==> src/rtl/pmem_pkg.sv <==
package pmem_pkg;
  parameter int TRY_W = 4;

  typedef enum logic [2:0] {
    ST_IDLE,
    ST_ADDR,
    ST_ACT,
    ST_HOLD,
    ST_POST
  } seq_state_t;

  // Attempts allowed for one verified write; a zero setting still writes once.
  function automatic logic [TRY_W-1:0] eff_tries(input logic [TRY_W-1:0] t);
    return (t == '0) ? TRY_W'(1) : t;
  endfunction
endpackage

==> src/rtl/pmem_timer.sv <==
module pmem_timer #(
  parameter int TW = 16
) (
  input  logic          clk,
  input  logic          rst_n,
  input  logic          load,
  input  logic [TW-1:0] load_val,
  output logic          expired
);
  logic [TW-1:0] cnt_q;

  always_ff @(posedge clk) begin
    if (!rst_n)              cnt_q <= '0;
    else if (load)           cnt_q <= load_val;
    else if (cnt_q != '0)    cnt_q <= cnt_q - 1'b1;
  end

  assign expired = (cnt_q == '0);
endmodule

==> src/rtl/pmem_ctrl.sv <==
module pmem_ctrl
  import pmem_pkg::*;
#(
  parameter int AW = 16,
  parameter int DW = 8,
  parameter int CW = 8,
  parameter int PW = 16,
  parameter int TW = 16
) (
  input  logic             clk,
  input  logic             rst_n,
  input  logic [CW-1:0]    cfg_rd_setup,
  input  logic [CW-1:0]    cfg_wr_setup,
  input  logic [CW-1:0]    cfg_wr_hold,
  input  logic [PW-1:0]    cfg_post_wait,
  input  logic             cfg_verify,
  input  logic [TRY_W-1:0] cfg_tries,
  input  logic             req_valid,
  input  logic             req_write,
  input  logic [AW-1:0]    req_addr,
  input  logic [DW-1:0]    req_wdata,
  output logic             req_ready,
  output logic             done,
  output logic [DW-1:0]    done_rdata,
  output logic             done_err,
  output logic [AW-1:0]    addr_out,
  output logic [DW-1:0]    wdata_out,
  input  logic [DW-1:0]    mem_din,
  output logic             tmr_load,
  output logic [TW-1:0]    tmr_val,
  input  logic             tmr_zero,
  output logic             rd_low_d,
  output logic             wr_low_d,
  output logic             drv_d,
  output logic             ev_accept,
  output logic             ev_strobe_end
);
  // Hold after a write: zero setting falls back to the read setup value.
  function automatic logic [CW-1:0] hold_cycles(input logic [CW-1:0] h,
                                                input logic [CW-1:0] rs);
    return (h == '0) ? rs : h;
  endfunction

  // True when the attempt just finished was the last one allowed.
  function automatic logic out_of_tries(input logic [TRY_W-1:0] used,
                                        input logic [TRY_W-1:0] limit);
    return ({1'b0, used} + (TRY_W+1)'(1)) >= {1'b0, eff_tries(limit)};
  endfunction

  seq_state_t       st_q, st_d;
  logic             ph_wr_q, ph_wr_d;    // current phase drives WE
  logic             op_wr_q;             // request was a write
  logic [TRY_W-1:0] tries_q, tries_d;
  logic [AW-1:0]    addr_q;
  logic [DW-1:0]    wdata_q;
  logic             done_q;
  logic             err_q;
  logic [DW-1:0]    rdata_q;
  logic             fin, fin_err, wr_finish;
  logic [DW-1:0]    fin_data;

  assign req_ready     = (st_q == ST_IDLE);
  assign ev_accept     = req_valid && req_ready;
  assign ev_strobe_end = (st_q == ST_ACT) && tmr_zero;

  always_comb begin
    st_d      = st_q;
    ph_wr_d   = ph_wr_q;
    tries_d   = tries_q;
    tmr_load  = 1'b0;
    tmr_val   = '0;
    fin       = 1'b0;
    fin_err   = 1'b0;
    fin_data  = '0;
    wr_finish = 1'b0;
    case (st_q)
      ST_IDLE: if (req_valid) begin
        st_d    = ST_ADDR;
        ph_wr_d = req_write;
        tries_d = '0;
      end
      ST_ADDR: begin
        st_d     = ST_ACT;
        tmr_load = 1'b1;
        tmr_val  = ph_wr_q ? TW'(cfg_wr_setup) : TW'(cfg_rd_setup);
      end
      ST_ACT: if (tmr_zero) begin
        if (ph_wr_q) begin
          st_d     = ST_HOLD;
          tmr_load = 1'b1;
          tmr_val  = TW'(hold_cycles(cfg_wr_hold, cfg_rd_setup));
        end else if (!op_wr_q || mem_din == wdata_q) begin
          fin      = 1'b1;
          fin_data = mem_din;
          st_d     = ST_IDLE;
        end else if (out_of_tries(tries_q, cfg_tries)) begin
          fin      = 1'b1;
          fin_err  = 1'b1;
          fin_data = mem_din;
          st_d     = ST_IDLE;
        end else begin
          tries_d = tries_q + 1'b1;
          ph_wr_d = 1'b1;
          st_d    = ST_ADDR;
        end
      end
      ST_HOLD: if (tmr_zero) begin
        if (cfg_post_wait != '0) begin
          st_d     = ST_POST;
          tmr_load = 1'b1;
          tmr_val  = TW'(cfg_post_wait);
        end else begin
          wr_finish = 1'b1;
        end
      end
      ST_POST: if (tmr_zero) wr_finish = 1'b1;
      default: st_d = ST_IDLE;
    endcase
    if (wr_finish) begin
      if (cfg_verify) begin
        ph_wr_d = 1'b0;
        st_d    = ST_ADDR;
      end else begin
        fin  = 1'b1;
        st_d = ST_IDLE;
      end
    end
  end

  // Strobe intentions for the next cycle, registered by the pin stage.
  assign rd_low_d = (st_d == ST_ACT) && !ph_wr_d;
  assign wr_low_d = (st_d == ST_ACT) && ph_wr_d;
  assign drv_d    = ph_wr_d && (st_d != ST_IDLE);

  always_ff @(posedge clk) begin
    if (!rst_n) begin
      st_q    <= ST_IDLE;
      ph_wr_q <= 1'b0;
      op_wr_q <= 1'b0;
      tries_q <= '0;
      addr_q  <= '0;
      wdata_q <= '0;
      done_q  <= 1'b0;
      err_q   <= 1'b0;
      rdata_q <= '0;
    end else begin
      st_q    <= st_d;
      ph_wr_q <= ph_wr_d;
      tries_q <= tries_d;
      done_q  <= fin;
      err_q   <= fin && fin_err;
      if (fin) rdata_q <= fin_data;
      if (ev_accept) begin
        addr_q  <= req_addr;
        wdata_q <= req_wdata;
        op_wr_q <= req_write;
      end
    end
  end

  assign done       = done_q;
  assign done_err   = err_q;
  assign done_rdata = rdata_q;
  assign addr_out   = addr_q;
  assign wdata_out  = wdata_q;
endmodule

==> src/rtl/pmem_pins.sv <==
module pmem_pins (
  input  logic clk,
  input  logic rst_n,
  input  logic rd_low_d,
  input  logic wr_low_d,
  input  logic drv_d,
  output logic ce_n,
  output logic oe_n,
  output logic we_n,
  output logic dout_en
);
  always_ff @(posedge clk) begin
    if (!rst_n) begin
      ce_n    <= 1'b1;
      oe_n    <= 1'b1;
      we_n    <= 1'b1;
      dout_en <= 1'b0;
    end else begin
      oe_n    <= !rd_low_d;
      we_n    <= !wr_low_d;
      ce_n    <= !(rd_low_d || wr_low_d);
      dout_en <= drv_d && !rd_low_d;
    end
  end
endmodule

==> src/rtl/pmem_seq.sv <==
module pmem_seq
  import pmem_pkg::*;
#(
  parameter int AW = 16,
  parameter int DW = 8,
  parameter int CW = 8,
  parameter int PW = 16
) (
  input  logic             clk,
  input  logic             rst_n,
  input  logic [CW-1:0]    cfg_rd_setup,
  input  logic [CW-1:0]    cfg_wr_setup,
  input  logic [CW-1:0]    cfg_wr_hold,
  input  logic [PW-1:0]    cfg_post_wait,
  input  logic             cfg_verify,
  input  logic [TRY_W-1:0] cfg_tries,
  input  logic             req_valid,
  output logic             req_ready,
  input  logic             req_write,
  input  logic [AW-1:0]    req_addr,
  input  logic [DW-1:0]    req_wdata,
  output logic             done,
  output logic [DW-1:0]    done_rdata,
  output logic             done_err,
  output logic [AW-1:0]    mem_addr,
  output logic [DW-1:0]    mem_dout,
  output logic             mem_dout_en,
  input  logic [DW-1:0]    mem_din,
  output logic             mem_ce_n,
  output logic             mem_oe_n,
  output logic             mem_we_n
);
  localparam int TW = (CW > PW) ? CW : PW;

  logic          tmr_load, tmr_zero;
  logic [TW-1:0] tmr_val;
  logic          rd_low_d, wr_low_d, drv_d;
  logic          ev_accept, ev_strobe_end;

  pmem_ctrl #(.AW(AW), .DW(DW), .CW(CW), .PW(PW), .TW(TW)) u_ctrl (
    .clk(clk), .rst_n(rst_n),
    .cfg_rd_setup(cfg_rd_setup), .cfg_wr_setup(cfg_wr_setup),
    .cfg_wr_hold(cfg_wr_hold), .cfg_post_wait(cfg_post_wait),
    .cfg_verify(cfg_verify), .cfg_tries(cfg_tries),
    .req_valid(req_valid), .req_write(req_write), .req_addr(req_addr),
    .req_wdata(req_wdata), .req_ready(req_ready),
    .done(done), .done_rdata(done_rdata), .done_err(done_err),
    .addr_out(mem_addr), .wdata_out(mem_dout), .mem_din(mem_din),
    .tmr_load(tmr_load), .tmr_val(tmr_val), .tmr_zero(tmr_zero),
    .rd_low_d(rd_low_d), .wr_low_d(wr_low_d), .drv_d(drv_d),
    .ev_accept(ev_accept), .ev_strobe_end(ev_strobe_end)
  );

  pmem_timer #(.TW(TW)) u_timer (
    .clk(clk), .rst_n(rst_n), .load(tmr_load), .load_val(tmr_val),
    .expired(tmr_zero)
  );

  pmem_pins u_pins (
    .clk(clk), .rst_n(rst_n), .rd_low_d(rd_low_d), .wr_low_d(wr_low_d),
    .drv_d(drv_d), .ce_n(mem_ce_n), .oe_n(mem_oe_n), .we_n(mem_we_n),
    .dout_en(mem_dout_en)
  );
endmodule

==> config.mk <==
export PLATFORM = sky130hd
export DESIGN_NAME = pmem_seq
export DESIGN_NICKNAME = d
export VERILOG_FILES = /design/src/rtl/pmem_pkg.sv /design/src/rtl/pmem_timer.sv /design/src/rtl/pmem_ctrl.sv /design/src/rtl/pmem_pins.sv /design/src/rtl/pmem_seq.sv
export SDC_FILE = /design/constraint.sdc
export NUM_CORES = 1
export LEC_CHECK = 0
export ABC_AREA = 1
export CAP_MARGIN = 15
export CORE_UTILIZATION = 46
export CTS_CLUSTER_DIAMETER = 150
export DETAILED_ROUTE_END_ITERATION = 6
export PLACE_DENSITY = 0.81
export SLEW_MARGIN = 20
export SYNTH_ARGS = -nofsm -noshare
export SYNTH_HDL_FRONTEND = slang
export SYNTH_SLANG_ARGS = --single-unit
==> constraint.sdc <==
create_clock -name clk -period 3 [get_ports clk]
set_clock_uncertainty 0.1 [all_clocks]
set_input_delay 0.6 -clock clk [delete_from_list [all_inputs] [get_ports clk]]
set_output_delay 0.6 -clock clk [all_outputs]
set_load 0.01 [all_outputs]
# --- Yosys cells after proc, flatten, opt, wreduce, memory -nomap -nowiden ---
# Cells that the tools add are included.
word_totals:
  inputBits: 81
  output_inout_bits: 39
  regBits: 63
  wordCells: 111
op_classes:
  mux: 59
  n_reduce_logical: 23
  add_sub_neg: 3
  eq_ne: 11
  order_cmp: 1
ops:
  columns: ["cell", "n"]
  rows:
  - ["$mux W16", 5]
  - ["$mux W8", 8]
  - ["$pmux W16 S3", 1]
  - ["$reduce_bool A16 Y1", 2]
  - ["$mux W1", 27]
  - ["$mux W4", 6]
  - ["$mux W3", 7]
  - ["$logic_not A16 Y1", 1]
  - ["$sub A16 B1 Y16 const B", 1]
  - ["$pmux W3 S5", 1]
  - ["$ne A2 B2 Y1 const B", 5]
  - ["$eq A3 B2 Y1 const B", 3]
  - ["$eq A8 B8 Y1", 1]
  - ["$logic_not A8 Y1", 1]
  - ["$pmux W4 S2", 1]
  - ["$logic_and A1 B1 Y1", 6]
  - ["$reduce_and A6 Y1", 1]
  - ["$add A4 B1 Y5 const B", 1]
  - ["$ge A5 B4 Y1", 1]
  - ["$logic_not A1 Y1", 5]
  - ["$add A4 B1 Y4 const B", 1]
  - ["$logic_not A4 Y1", 1]
  - ["$pmux W1 S2", 2]
  - ["$reduce_bool A2 Y1", 2]
  - ["6 further kinds", 7]

# --- Logic depth before layout (Yosys ltp) ---
# Gate-level depths: netlist of run 1.
depth:
  depth_word: 14
  depth_mapped: 15

# --- Modules after synthesis ---
# A second synthesis of run 1 with hierarchy kept.
unflattened:
  cells_unflattened: 579
  hier_area_um2: 3684.8
modules_own_cells:
  columns: ["mod", "cells_each", "n_inst", "area_per_inst_um2"]
  rows:
  - ["pmem_ctrl", 390, 1, 2462.4]
  - ["pmem_timer", 178, 1, 1114.8]
  - ["pmem_pins", 11, 1, 107.6]

# --- Least setup slack after synthesis of run 1 ---
# OpenSTA, ideal clock, no wires.
synth_timing:
  path_kind: "input port to flip-flop"
  from: "in cfg_tries[2]"
  to: "reg u_pins.we_n"
  path_buffers: 0
  required_time_ps: 2783
  path_slack_ps: 815
  setup_ps: 117
  arrival_time_ps: 1968
  path_stages: 13
  cell_sequence: "inv_1 a31o_2 ha_1 inv_1 nand2_1 nand3b_1 nor2_1 nor2_1 nand4_1 nand2_1 nand2_1 nor2_2 nand2_1"
synth_between:
  elab_chain_cells: 12
  elab_cells_between_ends: 19
  cone_classes: "order compare (1); eq/ne (1); mux (14); reduce/logical (3)"
synth_rtl:
  columns: ["item", "line_no", "source"]
  rows:
  - ["start: declaration", "pmem_seq.sv:16", "input logic [TRY_W-1:0] cfg_tries,"]
  - ["$logic_not A4 Y1", "pmem_pkg.sv:14", "return (t == '0) ? TRY_W'(1) : t;"]
  - ["$mux W4 *", "pmem_pkg.sv:14", null]
  - ["$ge A5 B4 Y1 *", "pmem_ctrl.sv:47", "return ({1'b0, used} + (TRY_W+1)'(1)) >= {1'b0, eff_tries(limit)};"]
  - ["$mux W1", "pmem_ctrl.sv:96", "end else if (out_of_tries(tries_q, cfg_tries)) begin"]
  - ["$mux W3 / $mux W1 (equally long branches)", "pmem_ctrl.sv:92", "end else if (!op_wr_q || mem_din == wdata_q) begin"]
  - ["$mux W3 / $mux W1 (equally long branches)", "pmem_ctrl.sv:88", "if (ph_wr_q) begin"]
  - ["$mux W3 / $mux W1 (equally long branches)", "pmem_ctrl.sv:87", "ST_ACT: if (tmr_zero) begin"]
  - ["$pmux W3 S5 / $pmux W1 S2 (equally long branches)", "pmem_ctrl.sv:76", "case (st_q)"]
  - ["$mux W3 / $mux W1 (equally long branches)", "pmem_ctrl.sv:119, pmem_ctrl.sv:120", null]
  - ["$eq A3 B2 Y1 / $mux W1 (equally long branches)", "pmem_ctrl.sv:132, pmem_ctrl.sv:119", null]
  - ["$logic_and A1 B1 Y1 *", "pmem_ctrl.sv:132", "assign wr_low_d = (st_d == ST_ACT) && ph_wr_d;"]
  - ["$logic_not A1 Y1 *", "pmem_pins.sv:20", "we_n <= !wr_low_d;"]
  - ["end signal: assignment", "pmem_pins.sv:20", null]
  - ["end: declaration", "pmem_pins.sv:9", "output logic we_n,"]
# Every way passes the cells marked *; elsewhere a longest branch is shown, timed or not.
# A chain may end at the register's enable or synchronous reset.

# --- Worst setup path in the final report of run 1 ---
layout_timing:
  from: "in cfg_tries[2]"
  to: "reg u_ctrl.tries_q[3]"
layout_between:
  elab_chain_cells: 5
layout_rtl:
  columns: ["item", "line_no", "source"]
  rows:
  - ["$logic_not A4 Y1", "pmem_pkg.sv:14", null]
  - ["$mux W4 *", "pmem_pkg.sv:14", null]
  - ["$ge A5 B4 Y1 *", "pmem_ctrl.sv:47", null]
  - ["$ne A2 B2 Y1 (no source line) *", null, null]
  - ["$reduce_and A6 Y1 (no source line) *", null, null]
  - ["end signal: assignment", "pmem_ctrl.sv:149", "tries_q <= tries_d;"]
  - ["end: declaration", "pmem_ctrl.sv:53", "logic [TRY_W-1:0] tries_q, tries_d;"]
# Marked as above.

==> flow_summary_export.csv, run 1 <==
group,metric,value,unit
outcome,status,"finished, final reports clean",
global_route,grt_pass1_vias,3497,
detailed_routing,drt-vias-per-instance,5.03,
power_and_ir_drop,peakVddDrop,0.391,mV
synthesis,syn_area_per_cell,6.87,um2
sta,hold_viol_final,0,
clock_tree,clock-root-buffer,"clkbuf_8",
floorplan,die_h,88.7,um
sta,whs,0.363,ns
worst_setup_path,arrival,2.69,ns
placement,gp_congestion,0.885,
sta,setup_violations,0,
synthesis,syn_inst,504,
clock_tree,clock_sinks,63,
sta,fin_setup_tns,0,ns
sta,fmax,397,MHz
clock_tree,post-cts-setup-buffers,0,
worst_setup_path,startpoint_type,"primary input",
synthesis,synth_edf_count,0,
clock_tree,cts_tree,"yes",
run,timing.max_cap.violations,0,
synthesis,yosys_warnings,0,
clock_tree,numCtsBuffers,9,
synthesis,async_reset_ff_frac,0,
worst_setup_path,worstRegToRegCells,12,
sta,layout_min_cycle_time,2.52,ns
worst_setup_path,required,3.17,ns
placement,io_buffers,119,
global_route,grt_pass1_wl,15600,um
layout,finalInstanceArea,0.00493,mm2
placement,dp_hpwl,7320,um
synthesis,synth_ff_type,"dfxtp_1",
detailed_routing,wirelength,9560,um
global_route,antenna_found_initial,0,
min_path,whs_path_depth,2,
layout,drive_gt1_frac,0.0986,
sta,finalMaxSlewViolations,0,
sta,relSlewSlack,0.551,
layout,regArea,0.00126,mm2
sta,rsz0062_at_grt,"no",
layout,instances_no_fill,728,
floorplan,start_util,0.477,
layout,final_cell_mix,"164 x nand2_1, 119 x clkdlybuf4s50_1, 63 x a21oi_1, 63 x dfxtp_1, 43 x nor2_1",
clock_tree,ctsHoldBuffers,0,
floorplan,dieArea,0.00787,mm2
sta,worst_pin_slew,0.670,ns
placement,dp_cells,712,
detailed_routing,drtIter0Drc,187,
layout,area_growth,42.6,%
detailed_routing,postRouteAntennaNets,0,
synthesis,synth-seq-cells,63,
worst_setup_path,crit_type,"in2reg",
detailed_routing,drtPass1Iterations,5,
worst_setup_path,crit_path_end_kind,"flip-flop",
global_route,grt_usage,0.259,
synthesis,yosysSeqAreaShare,0.364,
synthesis,ys_types,33,
synthesis,synth_area,0.00346,mm2
power_and_ir_drop,power,3.39,mW
detailed_routing,wl_per_cell,13.1,um
power_and_ir_drop,power.leakage,1.99,nW
floorplan,die_w,88.7,um
layout,fin_util,0.680,
global_route,grt-ovfl-total,0,
worst_setup_path,path_max_fanout,4,
layout,num_antenna_cells,0,
sta,fin_crit_sh,0.839,
min_path,hold_class,"reg2reg",
floorplan,coreArea,0.00725,mm2
clock_tree,htree_num_levels,3,
clock_tree,clockBufferDepth,2,
synthesis,syn_nets,591,
layout,layout_commonest_cell,"nand2_1",
power_and_ir_drop,power.density,686,mW/mm2
placement,pre_cts_slack,0.130,ns
layout,n_fill_cell,630,
detailed_routing,vias,3665,
clock_tree,cts_resized,0,
floorplan,rows,31,
layout,multiInputGateArea,0.00197,mm2
clock_tree,clock_latency,0.35,ns
floorplan,ios,120,
sta,fin_ws,0.484,ns
layout,final_nets,711,
detailed_routing,drcViolationCount,0,
placement,placed_area,0.00473,mm2
global_route,grt_max_degree,30,
clock_tree,clkTransAtPathRegs,0.07,ns
-- report_power, final --
part	internal, mW	leakage, nW	switching, mW	total [mW]
clock	0.392	0.0964	0.372	0.764
sequential	0.985	0.515	0.130	1.12
combinational	0.639	1.38	0.868	1.51
total	2.02	1.99	1.37	3.39
-- registers in the layout, indices dropped and copies added, names as in the netlist, 3 cells and up --
name               count
u_ctrl.addr_out       16
u_ctrl.done_rdata      8
u_ctrl.st_q            3
u_ctrl.tries_q         4
u_ctrl.wdata_out       8
u_timer.cnt_q         16
-- logic make-up after synthesis --
kind of cell | share of synthesized area
simple gates | 0.334
fa+ha+maj | 0.0217
xor+xnor | 0.0481
buf+inv | 0.0654
compound gates | 0.166
flops | 0.364
-- Yosys cell counts, types with 2 or more instances --
library cell  count  area share
xnor2_1          11       0.028
buf_6             3      0.0098
nor2_1           43       0.047
buf_2             3      0.0043
nor2_2            6       0.011
dfxtp_1          63        0.36
clkbuf_1          8      0.0087
nand2_2           5      0.0090
nor3_4            2      0.0094
nor3_1            4      0.0058
a21oi_1          63       0.091
nand3b_1          3      0.0065
o21ai_0          24       0.035
ha_1              6       0.022
o21a_1            2      0.0043
nor2_4            4       0.013
a21oi_2          10       0.025
inv_2             4      0.0043
nand2_1         164        0.18
inv_1            33       0.036
nand3_2           2      0.0058
xor2_1            8       0.020
nand2_4           2      0.0065
nand3_1          21       0.030
nor3_2            2      0.0058
-- worst max-delay path, cell delays in order --
cell	delay, ns
clkdlybuf4s50_1	0.45
inv_1	0.05
a31o_2	0.23
ha_1	0.26
inv_1	0.05
nand2_1	0.04
nand3b_1	0.07
nor2_1	0.04
nor2_1	0.24
nand4_1	0.20
nor2_2	0.20
nand2_1	0.09
a21oi_1	0.15
-- path summary, 6_finish.rpt --
path / from / to / slack [ns]
worst max-delay path: cfg_tries[2] / u_ctrl.tries_q[3] / 0.48
worst min-delay path: u_ctrl.addr_out[12] / u_ctrl.addr_out[12] / 0.36
worst max register to register: u_ctrl.tries_q[0] / u_ctrl.tries_q[3] / 0.51
worst min register to register: u_ctrl.addr_out[12] / u_ctrl.addr_out[12] / 0.36
-- per-layer routing --
layer | GRT usage | vias to the layer above | part of all wire
li1 | - | 1868 | -
met1 | 0.308 | 1664 | 0.43
met2 | 0.437 | 113 | 0.49
met3 | 0.0793 | 20 | 0.062
met4 | 0.101 | 0 | 0.022
met5 | 0 | - | 0
-- layout make-up --
cell class | instances | share of cell area
Multi-Input combinational cell | 388 | 0.400
Sequential cell | 63 | 0.256
Timing Repair Buffer | 124 | 0.249
Inverter | 38 | 0.0292
Clock buffer | 9 | 0.0251
Tap cell | 99 | 0.0251
Clock inverter | 7 | 0.0162
Note: power is estimated with default switching activity, not from simulation.
==> run 2, diff against run 1 <==
- CORE_UTILIZATION: 46 -> 41
- PLACE_DENSITY: 0.81 -> 0.77
- clock period: 3 -> 2.1 ns (I/O delays scaled with it)
==> flow_summary_export.csv, run 2 (same netlist as run 1, synthesis figures left out) <==
group,metric,value,unit
clock_tree,clockBufferDepth,2,
run,timing.max_cap.violations,0,
layout,num_antenna_cells,0,
layout,finalInstanceArea,0.00541,mm2
clock_tree,htree_num_levels,3,
detailed_routing,wl_met1,4100,um
clock_tree,ctsHoldBuffers,0,
sta,rsz0062_at_grt,"yes",
global_route,antenna_found_initial,0,
power_and_ir_drop,power.density,897,mW/mm2
clock_tree,numCtsBuffers,9,
placement,gp_congestion,0.899,
detailed_routing,drtPass1Iterations,5,
detailed_routing,wirelength,10200,um
min_path,hold_class,"reg2reg",
floorplan,ios,120,
floorplan,start_util,0.423,
detailed_routing,postRouteAntennaNets,0,
floorplan,dieArea,0.00881,mm2
placement,dp_hpwl,7660,um
sta,fin_crit_sh,1.03,
clock_tree,clock_sinks,63,
layout,layout_commonest_cell,"nand2_1",
sta,finalMaxSlewViolations,0,
floorplan,coreArea,0.00818,mm2
outcome,violations,"negative setup slack",
clock_tree,clock-root-buffer,"clkbuf_8",
sta,setup_violations,12,
power_and_ir_drop,power.leakage,2.19,nW
outcome,status,"complete, but fails checks",
detailed_routing,drt-vias-per-instance,5.02,
floorplan,rows,33,
worst_setup_path,crit_path_end_kind,"flip-flop",
layout,final_cell_mix,"160 x nand2_1, 115 x clkdlybuf4s50_1, 60 x dfxtp_1",
global_route,grt_pass1_vias,3904,
layout,area_growth,56.2,%
clock_tree,clkTransAtPathRegs,0.08,ns
sta,fin_ws,-0.0673,ns
worst_setup_path,r2r_slack,-0.07,ns
worst_setup_path,crit_type,"reg2reg",
detailed_routing,vias,3889,
global_route,grt_usage,0.245,
sta,hold_viol_final,0,
detailed_routing,wl_per_cell,13.2,um
floorplan,die_h,93.9,um
clock_tree,clock_latency,0.35,ns
global_route,grt_max_degree,39,
global_route,grt_pass1_wl,16900,um
clock_tree,cts_tree,"yes",
layout,fin_util,0.661,
worst_setup_path,path_max_fanout,4,
global_route,grt-ovfl-total,0,
placement,io_buffers,119,
sta,layout_min_cycle_time,2.17,ns
detailed_routing,wl_met3,855,um
detailed_routing,wl_met2,5110,um
layout,n_fill_cell,690,
sta,fin_setup_tns,-0.297,ns
detailed_routing,top_layer,"met4",
layout,drive_gt1_frac,0.190,
placement,placed_area,0.00504,mm2
worst_setup_path,required,2.24,ns
floorplan,die_w,93.9,um
layout,final_nets,752,
sta,relSlewSlack,0.738,
sta,fmax,461,MHz
power_and_ir_drop,peakVddDrop,0.566,mV
detailed_routing,drcViolationCount,0,
worst_setup_path,startpoint_type,"flip-flop",
detailed_routing,drtIter0Drc,157,
sta,whs,0.366,ns
sta,worst_pin_slew,0.393,ns
worst_setup_path,arrival,2.30,ns
## run 2: cell types whose count changed in the layout (fill, tap and decap cells not counted), moves of 5 or more
cell,delta
a21oi_1,-5
o21ai_0,-5
buf_4,+36
a21oi_2,+5
o21ai_1,+5
## run 2: through the flow
step / setup slack, ns / total power, mW / std cells
floorplan: 0.0168 / 3.15 / 504
global placement: -0.444 / 3.80 / 753
detailed placement: -0.530 / 3.86 / 753
CTS: -0.0797 / 4.83 / 773
global route: -0.249 / 5.22 / 775
finish: -0.0673 / 4.85 / 775
## run 2: what timing repair did
item	CTS	global route
hold endpoints to repair	0	0
gates cloned	0	1
pin swaps	20	11
buffers inserted	4	1
resized for setup	27	17
setup endpoints to repair	21	38
## run 2: final cells by class
type | count | area [um2] | area share
Clock inverter | 7 | 50.0 | 0.00926
Timing Repair inverter | 1 | 7.51 | 0.00139
Clock buffer | 9 | 124 | 0.0229
Timing Repair Buffer | 164 | 1570 | 0.290
Sequential cell | 63 | 1260 | 0.234
Inverter | 38 | 151 | 0.0280
Tap cell | 105 | 131 | 0.0243
Multi-Input combinational cell | 388 | 2110 | 0.391
## run 2: final timing paths
path                            depth (start not counted)                 end          startpoint
worst max-delay path                                   13         u_pins.we_n   u_ctrl.tries_q[0]
worst max register to register                         13         u_pins.we_n   u_ctrl.tries_q[0]
worst min register to register                          2  u_ctrl.addr_out[0]  u_ctrl.addr_out[0]
worst min-delay path                                    2  u_ctrl.addr_out[0]  u_ctrl.addr_out[0]
## run 2: per-layer routing
metal	vias up	global-route usage
met4	0	0.0756
met2	141	0.440
li1	1949	-
met1	1782	0.272
met5	-	0
met3	17	0.0801
## run 2: critical path, cell delays in order, from the launching register on
cell and delay [ns]:
dfxtp_2 0.34, ha_4 0.18, xor2_4 0.19, ha_4 0.27, nand2_1 0.04, nand3b_1 0.16, nor2_2 0.13, nor2_4 0.06
nand4_1 0.14, nand3_1 0.11, nand2_2 0.10, nand2_2 0.07, nor2_4 0.11, nand2_1 0.06
## run 2: where the power goes
| part | internal [mW] | leakage [nW] | switching (mW) |
|---|---|---|---|
| Sequential | 1.41 | 0.517 | 0.186 |
| Clock | 0.426 | 0.0812 | 0.513 |
| Combinational | 1.03 | 1.60 | 1.29 |
| Total | 2.86 | 2.19 | 1.99 |
==> run 3, diff against run 2 <==
- PLACE_DENSITY: 0.77 -> 0.83
==> flow_summary_export.csv, run 3 (same netlist as run 1, synthesis figures left out) <==
group,metric,value,unit
power_and_ir_drop,pwr-share-clk,0.205,
detailed_routing,drtIter0Drc,213,
layout,area_growth,59.7,%
sta,fin_crit_sh,1.07,
power_and_ir_drop,power.density,903,mW/mm2
worst_setup_path,cp_top_family,"simple AND/OR/NAND/NOR gates",
power_and_ir_drop,pwr-share-comb,0.473,
layout,fin_util,0.676,
worst_setup_path,crit_path_end_kind,"flip-flop",
sta,finalMaxSlewViolations,0,
global_route,antenna_found_initial,0,
worst_setup_path,cpPeakStageDelay,0.36,ns
sta,setup_violations,14,
power_and_ir_drop,power.leakage,2.25,nW
placement,gp_congestion,0.864,
sta,whs,0.370,ns
floorplan,ios,120,
min_path,hold_class,"reg2reg",
layout,instances_no_fill,779,
clock_tree,clock-root-buffer,"clkbuf_8",
global_route,grt_pass1_wl,16400,um
clock_tree,clkTransAtPathRegs,0.08,ns
layout,final_nets,757,
worst_setup_path,crit_buf_inv,1,
worst_setup_path,crit_type,"reg2reg",
global_route,top_usage_layer,"met2",
placement,dp_cells,754,
layout,final_cell_mix,"153 x nand2_1, 115 x clkdlybuf4s50_1, 60 x dfxtp_1",
clock_tree,htree_num_levels,3,
sta,fin_ws,-0.145,ns
outcome,violations,"negative setup slack",
detailed_routing,wl_per_cell,13.6,um
run,timing.max_cap.violations,0,
global_route,grt-ovfl-total,0,
power_and_ir_drop,peakVddDrop,0.605,mV
sta,relSlewSlack,0.751,
worst_setup_path,path_max_fanout,4,
global_route,groute.layer.met2.usage,0.420,
layout,drive_gt1_frac,0.208,
clock_tree,clock_sinks,63,
worst_setup_path,startpoint_type,"flip-flop",
worst_setup_path,slowest_stage,"dfxtp_2",
sta,layout_min_cycle_time,2.25,ns
clock_tree,clock_latency,0.34,ns
clock_tree,clockBufferDepth,2,
clock_tree,numCtsBuffers,9,
global_route,grt_max_degree,34,
worst_setup_path,cp.depth,12,
detailed_routing,wirelength,10600,um
detailed_routing,postRouteAntennaNets,0,
min_path,whs_path_depth,2,
power_and_ir_drop,swShare,0.399,
floorplan,rows,33,
worst_setup_path,worstRegToRegCells,12,
outcome,status,"complete, but fails checks",
global_route,use_met1,0.260,
worst_setup_path,arrival,2.41,ns
global_route,grt_usage,0.238,
power_and_ir_drop,intPower,3.00,mW
detailed_routing,drtPass1Iterations,6,
worst_setup_path,crit_chain,"ha_4, xor2_4, ha_4, nand2_1, inv_1, o21ai_1, nand2_1, nor2_4, nand4_1, nor2_2, nand2_1, a21oi_2",
floorplan,die_w,93.9,um
worst_setup_path,required,2.26,ns
sta,rsz0062_at_grt,"yes",
detailed_routing,drcViolationCount,0,
layout,layout_commonest_cell,"nand2_1",
global_route,grt_pass1_vias,3771,
floorplan,die_h,93.9,um
placement,io_buffers,119,
layout,num_antenna_cells,0,
detailed_routing,vias,3877,
global_route,grt_use_met3,0.0882,
sta,hold_viol_final,0,
floorplan,start_util,0.423,
power_and_ir_drop,p_seq_frac,0.322,
floorplan,dieArea,0.00881,mm2
worst_setup_path,crit_top_cell,"nand2_1",
placement,dp_hpwl,7560,um
sta,fmax,445,MHz
floorplan,coreArea,0.00818,mm2
power_and_ir_drop,p_sw,1.99,mW
detailed_routing,drt-vias-per-instance,4.98,
clock_tree,cts_tree,"yes",
sta,worst_pin_slew,0.373,ns
placement,pre_cts_slack,-0.552,ns
[run 3: worst paths after layout]
kind                           start  slack (ns)            endpoint
setup / recovery   u_ctrl.tries_q[0]       -0.15   u_ctrl.tries_q[2]
hold / removal    u_ctrl.addr_out[1]        0.37  u_ctrl.addr_out[1]
setup reg to reg   u_ctrl.tries_q[0]       -0.15   u_ctrl.tries_q[2]
hold reg to reg   u_ctrl.addr_out[1]        0.37  u_ctrl.addr_out[1]
[run 3: what timing repair did]
item	4_1_cts	5_1_grt
buffers inserted	5	4
gates resized for setup	24	33
cloned	0	1
hold endpoints to repair	0	0
hold buffers	0	0
pin swaps	25	18
endpoints found under the setup margin	21	37
[run 3: per-layer routing]
layer	wire [um]	vias up
met5	0	-
met4	260	0
met3	965	35
met2	5140	160
met1	4260	1729
li1	-	1953
[run 3: per-stage QoR]
step	power [mW]	setup TNS [ns]	instance area, um2
after floorplan	3.15	0	3460
after global placement	3.79	-9.32	5050
after detailed placement	3.86	-11.39	5050
after CTS	4.91	-0.478	5370
after global routing	5.34	-2.62	5530
final	4.99	-1.01	5530
[run 3: worst reg2reg max path: cells and delay by family, from the launching register on]
family	cells	cell delay [ns]
and+or+nand+nor	6	0.84
adders and majority gates	2	0.40
DFF	1	0.36
AOI/OAI and AO/OA	2	0.24
xor gates and xnor gates	1	0.19
buffers and inverters	1	0.03
[run 3: area by class of cell]
type | instances | area (um2)
clock inverter | 5 | 60.1
clock buffer | 10 | 128
multi-input combinational | 388 | 2170
timing repair buffer | 169 | 1610
tap | 105 | 131
fill | 643 | 2650
inverter | 38 | 156
timing repair inverter | 1 | 7.51
sequential | 63 | 1260
[run 3: power by group through the flow]
stage / clock [mW] / combinational (mW) / sequential, mW
after floorplan: 0 / 1.53 / 1.61
after global placement: 0 / 2.18 / 1.61
after detailed placement: 0 / 2.24 / 1.62
after CTS: 1.03 / 2.28 / 1.60
after global routing: 1.09 / 2.62 / 1.62
final: 1.02 / 2.36 / 1.61
